[config.mk]
export PLATFORM = sky130hd
export DESIGN_NAME = cvs_sequencer
export DESIGN_NICKNAME = d
export VERILOG_FILES = /design/src/rtl/cvs_pkg.sv /design/src/rtl/cvs_pin_qual.sv /design/src/rtl/cvs_chan_pick.sv /design/src/rtl/cvs_conv_model.sv /design/src/rtl/cvs_sequencer.sv
export SDC_FILE = /design/constraint.sdc
export NUM_CORES = 1
export LEC_CHECK = 0
export BUFFER_PORTS_ARGS = -buffer_cell sky130_fd_sc_hd__buf_2
export CAP_MARGIN = 20
export CELL_PAD_IN_SITES_DETAIL_PLACEMENT = 0
export CELL_PAD_IN_SITES_GLOBAL_PLACEMENT = 1
export CORE_ASPECT_RATIO = 0.9
export CORE_MARGIN = 2
export CORE_UTILIZATION = 42
export CTS_CLUSTER_DIAMETER = 30
export DETAILED_ROUTE_END_ITERATION = 8
export GPL_TIMING_DRIVEN = 0
export PLACE_DENSITY = 0.73
export RECOVER_POWER = 25
export SYNTH_ARGS = -nofsm -noshare
export SYNTH_HDL_FRONTEND = slang
export SYNTH_SLANG_ARGS = --single-unit
[constraint.sdc]
create_clock -name clk -period 5.9 [get_ports clk]
set_input_delay 0.59 -clock clk [delete_from_list [all_inputs] [get_ports clk]]
set_output_delay 0.59 -clock clk [all_outputs]
set_load 0.01 [all_outputs]
[src/rtl/cvs_pkg.sv]
package cvs_pkg;

   typedef enum logic [1:0] {
      CK_PIN_SCAN   = 2'b00,
      CK_PIN_SINGLE = 2'b01,
      CK_CMD_SCAN   = 2'b10,
      CK_EXT        = 2'b11
   } clk_mode_e;

   typedef enum logic [1:0] {
      SQ_IDLE  = 2'b00,
      SQ_ISSUE = 2'b01,
      SQ_WAIT  = 2'b10
   } seq_state_e;

   function automatic int max_of(input int a, input int b);
      return (a > b) ? a : b;
   endfunction

endpackage

[src/rtl/cvs_pin_qual.sv]
// Synchronizes the start pin, reports its falling edge and qualifies
// the low-pulse width at the rising edge against two minimums.
module cvs_pin_qual
   import cvs_pkg::*;
#(
   parameter int SYNC_STAGES = 2,
   parameter int SCAN_MIN    = 10,
   parameter int SINGLE_MIN  = 350
) (
   input  logic clk,
   input  logic rst_n,
   input  logic pin_n,
   output logic fall_o,
   output logic ok_scan_o,
   output logic ok_single_o
);
   localparam int MAXW = max_of(SCAN_MIN, SINGLE_MIN);
   localparam int CW   = $clog2(MAXW + 1);

   logic pin_s;
   logic pin_d;
   logic [CW-1:0] low_cnt;
   logic rise;

   generate
      if (SYNC_STAGES == 0) begin : g_nosync
         assign pin_s = pin_n;
      end else begin : g_sync
         logic [SYNC_STAGES-1:0] stg;
         for (genvar s = 0; s < SYNC_STAGES; s++) begin : g_stage
            if (s == 0) begin : g_first
               always_ff @(posedge clk or negedge rst_n) begin
                  if (!rst_n) stg[0] <= 1'b1;
                  else        stg[0] <= pin_n;
               end
            end else begin : g_next
               always_ff @(posedge clk or negedge rst_n) begin
                  if (!rst_n) stg[s] <= 1'b1;
                  else        stg[s] <= stg[s-1];
               end
            end
         end
         assign pin_s = stg[SYNC_STAGES-1];
      end
   endgenerate

   always_ff @(posedge clk or negedge rst_n) begin
      if (!rst_n) begin
         pin_d   <= 1'b1;
         low_cnt <= '0;
      end else begin
         pin_d <= pin_s;
         if (pin_s)
            low_cnt <= '0;
         else if (low_cnt != CW'(MAXW))
            low_cnt <= low_cnt + 1'b1;
      end
   end

   assign rise        = ~pin_d & pin_s;
   assign fall_o      = pin_d & ~pin_s;
   assign ok_scan_o   = rise && (low_cnt >= CW'(SCAN_MIN));
   assign ok_single_o = rise && (low_cnt >= CW'(SINGLE_MIN));

endmodule

[src/rtl/cvs_chan_pick.sv]
// Finds the first set bit of a vector at or above a base index, with wrap.
module cvs_chan_pick #(
   parameter int NCH = 12,
   localparam int CHW = (NCH > 1) ? $clog2(NCH) : 1
) (
   input  logic [NCH-1:0] vec,
   input  logic [CHW-1:0] base,
   output logic           found,
   output logic [CHW-1:0] idx
);
   always_comb begin
      found = 1'b0;
      idx   = '0;
      for (int k = 0; k < NCH; k++) begin
         int j;
         j = int'(base) + k;
         if (j >= NCH) j = j - NCH;
         if (!found && vec[j]) begin
            found = 1'b1;
            idx   = CHW'(j);
         end
      end
   end
endmodule

[src/rtl/cvs_conv_model.sv]
// Fixed-latency stand-in for the analog converter.
module cvs_conv_model #(
   parameter int LATENCY = 20
) (
   input  logic clk,
   input  logic rst_n,
   input  logic start,
   output logic done,
   output logic busy
);
   localparam int LW = $clog2(LATENCY + 1);
   logic [LW-1:0] cnt;

   always_ff @(posedge clk or negedge rst_n) begin
      if (!rst_n)              cnt <= '0;
      else if (start)          cnt <= LW'(LATENCY);
      else if (cnt != '0)      cnt <= cnt - 1'b1;
   end

   assign done = (cnt == LW'(1));
   assign busy = (cnt != '0);
endmodule

[src/rtl/cvs_sequencer.sv]
module cvs_sequencer
   import cvs_pkg::*;
#(
   parameter int NCH         = 12,
   parameter int LATENCY     = 20,
   parameter int SYNC_STAGES = 2,
   parameter int SCAN_MIN    = 10,
   parameter int SINGLE_MIN  = 350,
   localparam int CHW = (NCH > 1) ? $clog2(NCH) : 1
) (
   input  logic           clk,
   input  logic           rst_n,
   input  logic [1:0]     mode,
   input  logic [NCH-1:0] chan_mask,
   input  logic           cmd_req,
   input  logic           cs_n,
   input  logic           cnvst_n,
   output logic           start_pulse,
   output logic [CHW-1:0] start_chan,
   output logic           eoc_n,
   output logic           ovr_flag
);
   generate
      if (NCH < 2)         begin : g_bad_nch  $error("NCH must be at least 2");        end
      if (LATENCY < 2)     begin : g_bad_lat  $error("LATENCY must be at least 2");    end
      if (SCAN_MIN < 1)    begin : g_bad_scan $error("SCAN_MIN must be positive");     end
      if (SINGLE_MIN < 1)  begin : g_bad_sing $error("SINGLE_MIN must be positive");   end
      if (SYNC_STAGES < 0) begin : g_bad_sync $error("SYNC_STAGES cannot be negative"); end
   endgenerate

   clk_mode_e  md;
   seq_state_e state;
   logic       pin_fall, pin_ok_scan, pin_ok_single;
   logic       cs_d, cs_fall;
   logic       req_evt, single_req, busy, seq_end, clr_evt;
   logic [NCH-1:0] rem;
   logic       single_q;
   logic [CHW-1:0] ptr, pick_base, pick_idx;
   logic       pick_found;
   logic       conv_done, model_busy;

   assign md = clk_mode_e'(mode);

   cvs_pin_qual #(
      .SYNC_STAGES(SYNC_STAGES),
      .SCAN_MIN   (SCAN_MIN),
      .SINGLE_MIN (SINGLE_MIN)
   ) u_pin (
      .clk        (clk),
      .rst_n      (rst_n),
      .pin_n      (cnvst_n),
      .fall_o     (pin_fall),
      .ok_scan_o  (pin_ok_scan),
      .ok_single_o(pin_ok_single)
   );

   always_ff @(posedge clk or negedge rst_n) begin
      if (!rst_n) cs_d <= 1'b1;
      else        cs_d <= cs_n;
   end
   assign cs_fall = cs_d & ~cs_n;

   // start source by mode
   always_comb begin
      req_evt    = 1'b0;
      single_req = 1'b0;
      unique case (md)
         CK_PIN_SCAN:   req_evt = pin_ok_scan;
         CK_PIN_SINGLE: begin req_evt = pin_ok_single; single_req = 1'b1; end
         CK_CMD_SCAN:   req_evt = cmd_req;
         CK_EXT:        begin req_evt = cmd_req; single_req = 1'b1; end
         default:       req_evt = 1'b0;
      endcase
   end

   assign busy      = (state != SQ_IDLE);
   assign pick_base = single_q ? ptr : '0;
   assign seq_end   = (state == SQ_WAIT) && conv_done && (rem == '0);
   assign clr_evt   = cs_fall || (pin_fall && !mode[1]);

   cvs_chan_pick #(.NCH(NCH)) u_pick (
      .vec  (rem),
      .base (pick_base),
      .found(pick_found),
      .idx  (pick_idx)
   );

   always_ff @(posedge clk or negedge rst_n) begin
      if (!rst_n) begin
         state       <= SQ_IDLE;
         rem         <= '0;
         single_q    <= 1'b0;
         ptr         <= '0;
         start_pulse <= 1'b0;
         start_chan  <= '0;
      end else begin
         start_pulse <= 1'b0;
         unique case (state)
            SQ_IDLE: begin
               if (req_evt && (chan_mask != '0)) begin
                  rem      <= chan_mask;
                  single_q <= single_req;
                  state    <= SQ_ISSUE;
               end
            end
            SQ_ISSUE: begin
               if (pick_found) begin
                  start_pulse <= 1'b1;
                  start_chan  <= pick_idx;
                  if (single_q) begin
                     rem <= '0;
                     ptr <= (pick_idx == CHW'(NCH - 1)) ? '0 : pick_idx + 1'b1;
                  end else begin
                     rem[pick_idx] <= 1'b0;
                  end
                  state <= SQ_WAIT;
               end else begin
                  state <= SQ_IDLE;
               end
            end
            SQ_WAIT: begin
               if (conv_done)
                  state <= (rem == '0) ? SQ_IDLE : SQ_ISSUE;
            end
            default: state <= SQ_IDLE;
         endcase
      end
   end

   always_ff @(posedge clk or negedge rst_n) begin
      if (!rst_n)                ovr_flag <= 1'b0;
      else if (req_evt && busy)  ovr_flag <= 1'b1;
   end

   always_ff @(posedge clk or negedge rst_n) begin
      if (!rst_n)              eoc_n <= 1'b1;
      else if (md == CK_EXT)   eoc_n <= 1'b1;
      else if (clr_evt)        eoc_n <= 1'b1;
      else if (seq_end)        eoc_n <= 1'b0;
   end

   cvs_conv_model #(.LATENCY(LATENCY)) u_conv (
      .clk  (clk),
      .rst_n(rst_n),
      .start(start_pulse),
      .done (conv_done),
      .busy (model_busy)
   );

endmodule

Yosys cells after proc, flatten, opt, wreduce, memory -nomap -nowiden
Index checks and enable logic that the tools add are counted.

Equal/unequal tests: 11. Reductions and logical operators: 49. $lt $le $gt $ge: 28. Mux-type cells: 96. Add/subtract/negate cells: 26. Bitwise operators: 8.

Operators by type and width (count): 32-bit by 6-bit less-than comparator with 1-bit output (second input constant) (12); 32-bit 2-to-1 mux (12); 32-bit by 5-bit greater-or-equal comparator with 1-bit output (second input constant) (11); 32-bit by 5-bit subtractor with 32-bit output (second input constant) (11); 4-bit 2-to-1 mux (14); 1-bit binary-select mux with 4-bit select (12); 1-bit 2-to-1 mux (44); 12-bit 2-to-1 mux (3); 12-bit case mux with 2 select lines (1); 4-bit by 3-bit adder with 5-bit output (second input constant) (4); 4-bit by 4-bit adder with 5-bit output (second input constant) (4); 1-bit logical AND (19); 9-bit 2-to-1 mux (2); 12-bit AND (1); 1-bit zero test (12); 12-bit zero test (1); 12-bit inverter (1); 12-bit nonzero test (1); 4-bit by 2-bit adder with 5-bit output (second input constant) (2); 5-bit 2-to-1 mux (2); 9-bit by 1-bit adder with 9-bit output (second input constant) (1); 9-bit by 4-bit greater-or-equal comparator with 1-bit output (second input constant) (1); 9-bit greater-or-equal comparator (second input constant) (1); 9-bit inequality test (second input constant) (1); 26 further kinds (45).

Output and inout port bits: 7. Logic and storage cells: 232. Register bits: 44. Input port bits: 19.

Depth between registers and ports, before layout
Word-level depth: 49. Gate-level depth with buffers: 25. Depth with buffers taken out: 21.

Modules after synthesis
From an unflattened synthesis, not the netlist that was laid out.

Cells, all modules: 528. Area, all modules: 4540.6 um^2.

By module, submodules not included: cvs_chan_pick (sequential area each 0.0 um^2, cells each 291, times used 1, area each 2242.2 um^2); cvs_sequencer (sequential area each 678.2 um^2, cells each 144, times used 1, area each 1387.6 um^2); cvs_pin_qual (sequential area each 304.0 um^2, cells each 66, times used 1, area each 641.9 um^2); cvs_conv_model (sequential area each 125.1 um^2, cells each 27, times used 1, area each 269.0 um^2).

Worst setup path before layout
Ideal clock, no wire load.

Path kind: flip-flop to flip-flop. From: reg single_q. To: reg rem[1]. Setup time: 0.133 ns. Clock period less this slack: 4.797 ns. Data required time: 5.767 ns. Arrival: 4.664 ns. Path buffers: 5. Slack: 1.103 ns. Stages on the path, launching flop included: 25. Cell sequence: dfrtp_1 -> buf_6 -> and2_1 -> buf_6 -> inv_4 -> ha_1 -> clkbuf_1 -> and3b_1 -> nor2_1 -> ha_1 -> nor3_1 -> o21a_1 -> or2_1 -> and3_1 -> clkbuf_1 -> nor3b_1 -> or4b_1 -> buf_4 -> nor3_1 -> a21oi_1 -> nor2_1 -> ha_1 -> inv_1 -> o311ai_0 -> nand2_1.

Word-level cells in the longest chain between the ends: 49. Elaborated cells on any way between the ends: 142. Those cells by class: add/sub: 23; order compare: 14; eq/ne: 1; mux: 78; bitwise: 2; reduce/logical: 24.

Ends and longest elaborated chain: start: declaration (RTL line cvs_sequencer.sv:37) `logic single_q;`; start signal: assignment (RTL line cvs_sequencer.sv:102) `single_q <= single_req;`; branches (longest 49 deep; another with 32-bit by 5-bit subtractor with 32-bit output); end signal: assignment (RTL line cvs_sequencer.sv:101) `rem <= chan_mask;`; end: declaration (RTL line cvs_sequencer.sv:36) `logic [NCH-1:0] rem;`.

Parallel ways; which one is timed is not known. The select of a mux whose other input is x is not followed. A chain may end at the register's enable or synchronous reset.

Final worst setup path
From: reg single_q. To: reg rem[2].

The elaborated chain is that of the path after synthesis.

==> results.md <==
- CTS tree: done
- Number of remaining DRC errors: 0
- Critical path's most frequent cell: nor3_1
- Worst path max stage delay: 0.52 ns
- H-tree lvl count: 2
- Max-slew headroom: -0.00570
- Clk_lat worst skew: 0.29 ns
- Drt pass-1 iters: 6
- Crit Path Max Fanout: 10
- Final Non-Filler Cells: 696
- CTS max path bufs: 2
- Number of flops mapped to enable cells by yosys: 0
- Global-route wire length before repair: 21800 µm
- Core Region: 0.0102 mm²
- Status: complete, but fails checks
- Clock transition at the registers of the reported paths: 0.06 ns
- Reg-to-Reg Start: single_q
- Wirelength per Cell: 19.3 µm
- CTS Sinks: 44
- Cells along the critical path: buf_6, and2_1, buf_6, inv_4, ha_2, a21boi_0, nor2_2, ha_1, nor3_1, nor3_1, or3b_2, a21oi_1, nor3b_2, and4_1, a211o_1, nor3_1, nor2_2, inv_1, ha_1, inv_1, o311ai_0, nand2_1
- HPWL after DPL: 10600 µm
- Seq cells post-synth: 44
- HP Class: reg2reg
- CP Capture Type: register
- FFs w/ async S/R, synth: 1.00
- # fillers: 1059
- Final core utilization: 0.474
- FF-to-FF path depth: 22
- Final Max Slew Viols: 29
- Mapped Nets: 571
- CP Class: reg2reg
- Stages on worst setup path: 22
- Crit-path slowest cell: a21oi_1
- CP arrival: 5.70 ns
- FMAX: 0.181 GHz
- Initial antenna violation count: 0
- Die area: 0.0114 mm²
- Avg Inst Size Synth: 8.30 µm²
- Synthesized area: 0.00442 mm²
- R2R setup slack: 0.36 ns
- Critical Path RT: 6.06 ns
- Endpoints failing hold: 0
- Chip height: 101 µm
- Clk root buf: clkbuf_16
- Vias in the first global route: 3965
- Failing checks: capacitance limit, slew limit
- Vias: 4342
- DR iter-0 viols: 374
- Total gr overflow: 0
- Post-Synth XOR/XNOR Area: 0.0377
- Row cnt: 35
- RSZ-0062 raised after global routing: false
- Gpl congestion: 0.890
- Drt via density: 6.24
- Worst Setup SP: single_q
- R2R Path End: rem[2]
- Synth Area in Adders: 0.0567
- Die width: 112 µm
- Layout Nets: 605
- Post-route setup TNS: 0 ns
- WP buf/inv: 5
- Starting density of the core: 0.431
- Post-Syn Instances: 532
- Max cap viols: 1
- Pin count of the biggest net entering global routing: 45
- Synth cell types: 81
- Worst setup SP type: register
- CP delay by family, top: simple AND/OR/NAND/NOR gates
- I/O Buffers: 25
- Synth Flop Type: dfrtp_1
- Worst slew pin tran: 1.51 ns
- Total setup buffers inserted after CTS: 0
- Cts hold-fix bufs: 0
- Share of cells above drive strength 1: 0.162
- Area grow syn2layout: 10.1%
- TritonCTS buffer count: 5
- Final worst slack: 0.362 ns
- Synthesis warning total: 0
- ANT nets after route: 0
- Post-synthesis sequential area ratio: 0.251
- Setup Viol. Count Final: 0
- Largest family of logic cells by synthesized area: simple AND/OR/NAND/NOR gates
- Synth Area in Compound Gates: 0.252
- Total GRT Usage: 0.243
- Clock Skew: 0.00708 ns
- Tcrit/Tclk final: 0.939
- I/O pin count: 26
- Dpl cells: 687
- Place WS: 0.129 ns
- Post-synthesis mux area share: 0.0836
- N_diodes: 0
- Simple-Gate Fraction of Synth Area: 0.260
- Worst setup endpoint: rem[2]
- Final worst path period need: 5.54 ns
- Total routed wirelength: 13400 µm
-- worst reg2reg max path, cell delays in order, from the launching register on --
cell	delay (ns)
dfrtp_1	0.41
buf_6	0.16
and2_1	0.15
buf_6	0.15
inv_4	0.13
ha_2	0.31
a21boi_0	0.33
nor2_2	0.15
ha_1	0.26
nor3_1	0.25
nor3_1	0.11
or3b_2	0.46
a21oi_1	0.52
nor3b_2	0.13
and4_1	0.28
a211o_1	0.31
nor3_1	0.39
nor2_2	0.14
inv_1	0.11
ha_1	0.16
inv_1	0.06
o311ai_0	0.36
nand2_1	0.09
-- logic make-up (layout without fill, tap and decap cells) --
family / after synthesis / after routing
XOR/XNOR: 19 / 19
multiplexers: 26 / 26
AND/OR/NAND/NOR: 209 / 209
flip-flops: 44 / 44
buffers and inverters: 56 / 91
AO/OA/AOI/OAI: 158 / 158
adder cells (fa/ha/maj): 20 / 20
-- how the worst min path moves through the flow --
stage	from	endpoint	slack [ns]	cells after the start
2_1_floorplan	rst_n	ovr_flag	0.29	0
3_5_place_dp	u_pin.g_sync.stg[0]	u_pin.pin_s	0.35	0
5_1_grt	u_pin.g_sync.stg[0]	u_pin.pin_s	0.36	0
3_3_place_gp	u_pin.g_sync.stg[0]	u_pin.pin_s	0.35	0
6_report	u_pin.g_sync.stg[0]	u_pin.pin_s	0.36	0
4_1_cts	u_pin.g_sync.stg[0]	u_pin.pin_s	0.36	0
-- sequential cells by signal (all words and copies together) (netlist names), 2 cells and up --
name           flops
u_pin.low_cnt      9
start_chan         4
u_conv.cnt         5
ptr                4
rem               12
state              2
-- stage by stage --
stage | area, µm² | hold slack, ns
after floorplan | 4420 | 0.294
after detailed placement | 4710 | 0.347
final | 4860 | 0.361
after global routing | 4860 | 0.365
after global placement | 4700 | 0.346
after CTS | 4850 | 0.356
-- synthesized netlist by cell type (5+ instances only) --
master / number / area share
and2_1: 9 / 0.013
o21a_1: 9 / 0.015
and3_1: 7 / 0.0099
buf_2: 9 / 0.010
a21oi_1: 23 / 0.026
inv_1: 25 / 0.021
a22oi_1: 9 / 0.015
clkbuf_1: 10 / 0.0085
xor2_1: 7 / 0.014
nor3_1: 19 / 0.022
dfrtp_1: 39 / 0.22
or3_1: 8 / 0.011
o211ai_1: 9 / 0.015
nor2_1: 32 / 0.027
nor4_1: 12 / 0.017
o21ai_0: 33 / 0.037
nand3_1: 16 / 0.018
dfstp_2: 5 / 0.030
nand2b_1: 13 / 0.018
mux4_2: 8 / 0.041
nand2_1: 51 / 0.043
ha_1: 20 / 0.057
mux2i_1: 11 / 0.025
a31oi_1: 6 / 0.0085
xnor2_1: 12 / 0.024
mux2_2: 7 / 0.018
a211oi_1: 8 / 0.014
a21boi_0: 5 / 0.0085
nor3b_1: 5 / 0.0085
a31o_2: 5 / 0.0099
-- per-layer routing --
metal,global-route usage,vias up,wire (µm),part of all wire
met5,0,-,0,0
met4,0.0432,0,92,0.0068
met3,0.0389,11,830,0.062
met2,0.342,150,5480,0.41
met1,0.392,2110,7040,0.52
li1,-,2071,-,-
-- what timing repair did --
action | 4_1_cts | 5_1_grt
setup endpoints to repair | 0 | 16
endpoints found under the hold margin | 0 | 0
gates resized for setup | 0 | 4
-- cell type report --
cell class / count / area [µm²] / share of cell area
Multi-Input combinational cell: 432 / 3060 / 0.630
Sequential cell: 44 / 1110 / 0.228
Tap cell: 129 / 161 / 0.0332
Buffer: 26 / 143 / 0.0293
Timing Repair Buffer: 28 / 136 / 0.0281
Clock buffer: 7 / 133 / 0.0273
Inverter: 29 / 114 / 0.0234
Clock inverter: 1 / 5.00 / 0.00103
-- layout by cell type (no fill, tap or decap), types with 11 or more instances in the layout --
master / instances
buf_2: 34
mux2i_1: 11
nor4_1: 12
xnor2_1: 12
nand2b_1: 13
nand3_1: 16
nor2_1: 30
inv_1: 25
nor3_1: 19
o21ai_0: 33
ha_1: 19
clkbuf_1: 14
dfrtp_1: 39
a21oi_1: 23
nand2_1: 51
Power is not shown: default switching activity piles up to over one toggle a cycle in this logic, so the estimate is an artifact.
